--- config.mk ---
export PLATFORM = sky130hd
export DESIGN_NAME = link_srv_req
export DESIGN_NICKNAME = d
export VERILOG_FILES = /design/src/rtl/lsr_pkg.sv /design/src/rtl/lsr_sync.sv /design/src/rtl/lsr_port_req.sv /design/src/rtl/lsr_irq_merge.sv /design/src/rtl/link_srv_req.sv
export SDC_FILE = /design/constraint.sdc
export NUM_CORES = 1
export LEC_CHECK = 0
export BUFFER_PORTS_ARGS = -buffer_cell sky130_fd_sc_hd__buf_2
export CAP_MARGIN = 20
export CORE_UTILIZATION = 40
export DETAILED_ROUTE_END_ITERATION = 8
export GPL_TIMING_DRIVEN = 1
export PLACE_DENSITY = 0.78
export SKIP_CTS_REPAIR_TIMING = 1
export SLEW_MARGIN = 0
export SYNTH_ARGS = -nofsm -noshare
export SYNTH_HDL_FRONTEND = slang
export SYNTH_SLANG_ARGS = --single-unit
--- constraint.sdc ---
create_clock -name clk_i -period 1.5 [get_ports clk_i]
set_input_delay 0.3 -clock clk_i [delete_from_list [all_inputs] [get_ports clk_i]]
set_output_delay 0.3 -clock clk_i [all_outputs]
set_load 0.005 [all_outputs]
--- src/rtl/lsr_pkg.sv ---
package lsr_pkg;
  typedef enum logic {
    RD_MAIN   = 1'b0,
    RD_SHADOW = 1'b1
  } rd_view_e;

  localparam int unsigned REQ_PER_PORT = 2;
  localparam int unsigned REQ_RX       = 0;
  localparam int unsigned REQ_TX       = 1;
endpackage

--- src/rtl/lsr_sync.sv ---
module lsr_sync #(
  parameter int unsigned STAGES = 2
) (
  input  logic clk_i,
  input  logic rst_ni,
  input  logic d_i,
  output logic q_o
);
  logic [STAGES-1:0] chain_q;

  generate
    if (STAGES == 1) begin : g_one
      always_ff @(posedge clk_i or negedge rst_ni) begin
        if (!rst_ni) chain_q <= '0;
        else         chain_q <= d_i;
      end
    end else begin : g_many
      always_ff @(posedge clk_i or negedge rst_ni) begin
        if (!rst_ni) chain_q <= '0;
        else         chain_q <= {chain_q[STAGES-2:0], d_i};
      end
    end
  endgenerate

  assign q_o = chain_q[STAGES-1];
endmodule

--- src/rtl/lsr_port_req.sv ---
module lsr_port_req
  import lsr_pkg::*;
#(
  parameter int unsigned SYNC_STAGES = 2
) (
  input  logic                    clk_i,
  input  logic                    rst_ni,
  input  logic                    lnk_clk_i,
  input  logic                    lnk_ack_i,
  input  logic                    port_en_i,
  input  logic                    clr_i,
  output logic [REQ_PER_PORT-1:0] req_o
);
  logic                    clk_s, ack_s;
  logic [REQ_PER_PORT-1:0] cond, req_q;

  lsr_sync #(.STAGES(SYNC_STAGES)) u_sync_clk (
    .clk_i(clk_i), .rst_ni(rst_ni), .d_i(lnk_clk_i), .q_o(clk_s)
  );
  lsr_sync #(.STAGES(SYNC_STAGES)) u_sync_ack (
    .clk_i(clk_i), .rst_ni(rst_ni), .d_i(lnk_ack_i), .q_o(ack_s)
  );

  always_comb begin
    cond         = '0;
    cond[REQ_RX] = clk_s & ~port_en_i;
    cond[REQ_TX] = ack_s & ~port_en_i;
  end

  // sticky; a clearing read keeps bits whose condition is still live
  always_ff @(posedge clk_i or negedge rst_ni) begin
    if (!rst_ni)        req_q <= '0;
    else if (port_en_i) req_q <= '0;
    else                req_q <= cond | (req_q & ~{REQ_PER_PORT{clr_i}});
  end

  assign req_o = req_q;
endmodule

--- src/rtl/lsr_irq_merge.sv ---
module lsr_irq_merge #(
  parameter int unsigned WIDTH = 8
) (
  input  logic             clk_i,
  input  logic             rst_ni,
  input  logic [WIDTH-1:0] req_i,
  input  logic [WIDTH-1:0] mask_i,
  output logic             irq_o
);
  logic irq_q;

  always_ff @(posedge clk_i or negedge rst_ni) begin
    if (!rst_ni) irq_q <= 1'b0;
    else         irq_q <= |(req_i & mask_i);
  end

  assign irq_o = irq_q;
endmodule

--- src/rtl/link_srv_req.sv ---
module link_srv_req
  import lsr_pkg::*;
#(
  parameter int unsigned N_PORTS     = 4,
  parameter int unsigned SYNC_STAGES = 2,
  localparam int unsigned STAT_W     = N_PORTS * REQ_PER_PORT
) (
  input  logic              clk_i,
  input  logic              rst_ni,
  input  logic [N_PORTS-1:0] lnk_clk_i,
  input  logic [N_PORTS-1:0] lnk_ack_i,
  input  logic [N_PORTS-1:0] port_en_i,
  input  logic [N_PORTS-1:0] rx_mask_i,
  input  logic [N_PORTS-1:0] tx_mask_i,
  input  logic              rd_en_i,
  input  logic              rd_view_i,
  output logic [STAT_W-1:0] rd_data_o,
  output logic              irq_o
);
  logic [STAT_W-1:0] status, mask_vec;
  logic              clr_main;

  assign clr_main = rd_en_i && (rd_view_e'(rd_view_i) == RD_MAIN);

  generate
    for (genvar p = 0; p < N_PORTS; p++) begin : g_port
      lsr_port_req #(.SYNC_STAGES(SYNC_STAGES)) u_port (
        .clk_i    (clk_i),
        .rst_ni   (rst_ni),
        .lnk_clk_i(lnk_clk_i[p]),
        .lnk_ack_i(lnk_ack_i[p]),
        .port_en_i(port_en_i[p]),
        .clr_i    (clr_main),
        .req_o    (status[REQ_PER_PORT*p +: REQ_PER_PORT])
      );
      assign mask_vec[REQ_PER_PORT*p + REQ_RX] = rx_mask_i[p];
      assign mask_vec[REQ_PER_PORT*p + REQ_TX] = tx_mask_i[p];
    end
  endgenerate

  lsr_irq_merge #(.WIDTH(STAT_W)) u_merge (
    .clk_i (clk_i),
    .rst_ni(rst_ni),
    .req_i (status),
    .mask_i(mask_vec),
    .irq_o (irq_o)
  );

  assign rd_data_o = status;
endmodule

Yosys cells after proc, flatten, opt, wreduce, memory -nomap -nowiden --
Cells that the tools add are included.
Word-level totals: register bits after elaboration 25, input port bits 24, output and inout bits 9, word-level logic and storage cells 42
Operators by class: mux-type cells 4, bitwise logic cells 23, reductions and logical operators 2
Operators with widths (count):
- $and 1x1->1 | 8
- $and 2x2->2 | 4
- $and 8x8->8 | 1
- $mux 2 | 4
- $or 2x2->2 | 4
- $reduce_or 8->1 | 1
- $not 1->1 | 5
- $not 2->2 | 1
- $logic_and 1x1->1 | 1

Logic depth before layout (Yosys ltp) --
depth after elaboration 6, mapped depth 4

Hierarchy --
A second synthesis with hierarchy kept.
Unflattened totals: cell total of the unflattened synthesis 55, area total of the unflattened synthesis 795.8 um^2
By module, submodules not included:
- lsr_sync | instances 8, cells each 2, area an instance 50.0 um^2, seq. area each 50.0 um^2
- lsr_port_req | instances 4, cells each 8, area an instance 80.1 um^2, seq. area each 50.0 um^2
- lsr_irq_merge | instances 1, cells each 6, area an instance 61.3 um^2, seq. area each 25.0 um^2
- link_srv_req | instances 1, cells each 1, area an instance 13.8 um^2, seq. area each 0.0 um^2

Worst setup path before layout --
No wires, ideal clock.
kind input -> register, start input rd_view_i, end register g_port[0].u_port.req_q[0], data arrival time 0.708 ns, data required time 1.384 ns, slack 0.676 ns, stages on the path 4, buffers on the path 1, cell sequence nand2b_4 -> buf_6 -> a21oi_2 -> nor2_1
Between the ends: word-level cells in the longest chain between the ends 6
Ends and longest elaborated chain:
- from (decl) | line link_srv_req.sv:16 | input logic rd_view_i,
- $not 1->1 | line link_srv_req.sv:23 | assign clr_main = rd_en_i && (rd_view_e'(rd_view_i) == RD_MAIN);
- $logic_and 1x1->1 | line link_srv_req.sv:23
- $not 2->2 | line lsr_port_req.sv:34 | else req_q <= cond | (req_q & ~{REQ_PER_PORT{clr_i}});
- $and 2x2->2 | line lsr_port_req.sv:34
- $or 2x2->2 | line lsr_port_req.sv:34
- $mux 2 | line lsr_port_req.sv:33 | else if (port_en_i) req_q <= '0;
- to (signal assigned) | line lsr_port_req.sv:34
- to (decl) | line lsr_port_req.sv:15 | logic [REQ_PER_PORT-1:0] cond, req_q;
No other way between the ends.

Worst setup path after layout --
start register g_port[0].u_port.req_q[1], end output rd_data_o[1]
RTL lines:
- to (decl) | line link_srv_req.sv:17 | output logic [STAT_W-1:0] rd_data_o,
No word-level cell between the ends.

==> run_results.csv <==
group,metric,value,unit
critical_path,reg2reg_to,"u_merge.irq_o",
critical_path,critPathKind,"flip-flop to output pin",
critical_path,critical_path.top_delay_family,"flip-flops",
clocking,clkTransAtPathRegs,0.11,ns
yosys,synth.distinct_cells,7,
global_route,grt_overflow,0,
sta,drv_slew,0,
route,postRouteAntennaNets,0,
sta,grt_setup_unrepaired,"false",
floorplan,placementRows,15,
sta,setup_viol,0,
clocking,cts_root_buf,"clkbuf_4",
yosys,syn-cell-area,787.0,um2
critical_path,crit_buf_inv,1,
min_path,hold_path_depth,1,
floorplan,ios,33,
critical_path,worstPathMaxFanout,3,
route,drc_errors,0,
floorplan,coreArea,1783,um2
critical_path,crit_required,1.20,ns
global_route,antenna_found_initial,0,
clocking,cts_buffers,3,
final_layout,fin_nets,109,
critical_path,rr_startpoint,"g_port[0].u_port.req_o[0]",
placed_design,port_buffers,32,
route,drt_pass1_iterations,2,
final_layout,areaGrowthSynthToFinish,27.50,%
placed_design,gp_congestion,0.6402,
critical_path,crit_path_cell_trace,"buf_2",
sta,relSlewSlack,0.6535,
final_layout,n_fill_cell,154,
final_layout,fin_util,0.5628,
min_path,hold_class,"input port to flip-flop",
critical_path,crit_path_end_kind,"output pin",
floorplan,initial_core_util,0.4414,
floorplan,dieArea,2149,um2
yosys,ys_warn_count,0,
clocking,insertion_delay,0.30,ns
yosys,ys_seq_elements,25,
clocking,tritoncts,"done",
yosys,avgSynthCellArea,16.40,um2
yosys,syn_inst,48,
final_layout,final_cell_mix,"buf_2 (32), dfrtp_1 (25), a21oi_2 (8), nor2_1 (8), a22oi_1 (4)",
sta,finalHoldViolations,0,
sta,finalCritPeriodShare,0.7761,
sta,worst_pin_slew,0.5198,ns
floorplan,die_h,46.36,um
clocking,ctsHtreeMaxLevel,1,
yosys,syn_nets,72,
route,wirelength,1229,um
global_route,first_global_vias,464,
min_path,whs_endpoint,"g_port[1].u_port.u_sync_clk.chain_q[0]",
final_layout,insertedDiodeCount,0,
final_layout,multiInputGateArea,150.1,um2
sta,max_freq,0.8589,GHz
critical_path,cp_slowest_cell,"dfrtp_1",
critical_path,cp-start-kind,"flip-flop",
clocking,clock-sinks,25,
final_layout,regArea,625.6,um2
route,post_drt_wl_per_cell,11.28,um
power_and_ir_drop,leakage,0.0004947,uW
outcome,status,"finished, final reports clean",
power_and_ir_drop,powerDensity,1100,nW/um2
power_and_ir_drop,max-vdd-ir-drop,0.0005352,V
route,routed_via_density,4.376,
yosys,ys_seq_area_frac,0.7949,
global_route,grt_max_degree,26,
global_route,grt_pass1_wl,1890,um
critical_path,reg2reg_depth,2,
route,dr_total_vias,477,
clocking,cts_buffer_depth,2,
global_route,grtUsageTotal,0.1346,
sta,clock_skew,0.001397,ns
final_layout,final_common_cell,"buf_2",
route,drt_iter0_drc,4,
critical_path,slowest_delay,0.43,ns
final_layout,drive_above_1_share,0.5238,
flow_run,maxCapViolations,0,
min_path,hp-start,"lnk_clk_i[1]",
sta,fin_tns_setup,0,ns
sta,fin_crit,1.164,ns
critical_path,reg2reg_slack,0.60,ns
floorplan,fp.dieW,46.36,um
critical_path,arrival,0.86,ns
final cells by class:
type                       instances  share of cell area
multi-input combinational         22              0.1496
clock buffer                       4             0.02618
sequential                        25              0.6234
timing repair buffer              33              0.1696
tap                               25             0.03117
registers in the layout, summed over array words and instances, names as in the netlist:
| name | count |
|---|---|
| g_port.u_port.req_o | 8 |
| g_port.u_port.u_sync_ack.chain_q | 8 |
| g_port.u_port.u_sync_clk.chain_q | 8 |
| u_merge.irq_o | 1 |
synthesized netlist by cell type:
master / count / area [um2]
nand4_1: 1 / 6.260
a21oi_2: 8 / 70.07
nand2b_4: 1 / 13.76
nor2_1: 8 / 30.03
a22oi_1: 4 / 30.03
dfrtp_1: 25 / 625.6
buf_6: 1 / 11.26
worst max-delay path by stage:
stage,startpoint,endpoint,cells after the start
after detailed placement,rd_view_i,g_port[2].u_port.req_o[1],4
after global routing,g_port[0].u_port.req_o[0],rd_data_o[0],1
final,g_port[0].u_port.req_o[1],rd_data_o[1],1
after floorplan,rd_view_i,g_port[0].u_port.req_o[0],4
after global placement,rd_view_i,g_port[2].u_port.req_o[1],4
after CTS,g_port[0].u_port.req_o[1],rd_data_o[1],1
where the power goes:
part / total [uW] / internal [uW] / switching (uW)
sequential: 735 / 713 / 21.7
clock: 270 / 103 / 166
combinational: 99.6 / 52.7 / 46.9
total: 1100 / 869 / 235
metrics by stage:
stage / area [um2] / setup slack [ns] / total power [uW] / hold slack [ns] / cells
global route: 1003 / 0.2697 / 1173 / 0.06145 / 109
finish: 1003 / 0.3358 / 1104 / 0.09793 / 109
detailed placement: 967.2 / 0.5679 / 848.9 / 0.3050 / 104
floorplan: 787.0 / 0.6761 / 781.8 / 0.004409 / 48
CTS: 993.5 / 0.3099 / 1128 / -0.04035 / 108
global placement: 967.2 / 0.5970 / 843.4 / 0.2963 / 104
cells by family (layout without fill, tap and decap cells):
family,count (synthesis),count (layout),share of synthesized area
buf+inv,1,37,0.01431
flops,25,25,0.7949
simple gates,10,10,0.06360
compound gates,12,12,0.1272
metal layers:
| metal | share of wire | wire length, um | global-route usage | up-vias |
|---|---|---|---|---|
| met4 | 0 | 0 | 0.07059 | 0 |
| met1 | 0.43 | 530 | 0.1719 | 221 |
| li1 | - | - | - | 235 |
| met5 | 0 | 0 | 0 | - |
| met3 | 0.063 | 78 | 0.04314 | 0 |
| met2 | 0.50 | 620 | 0.2028 | 21 |
(Power assumes the default switching activity.)
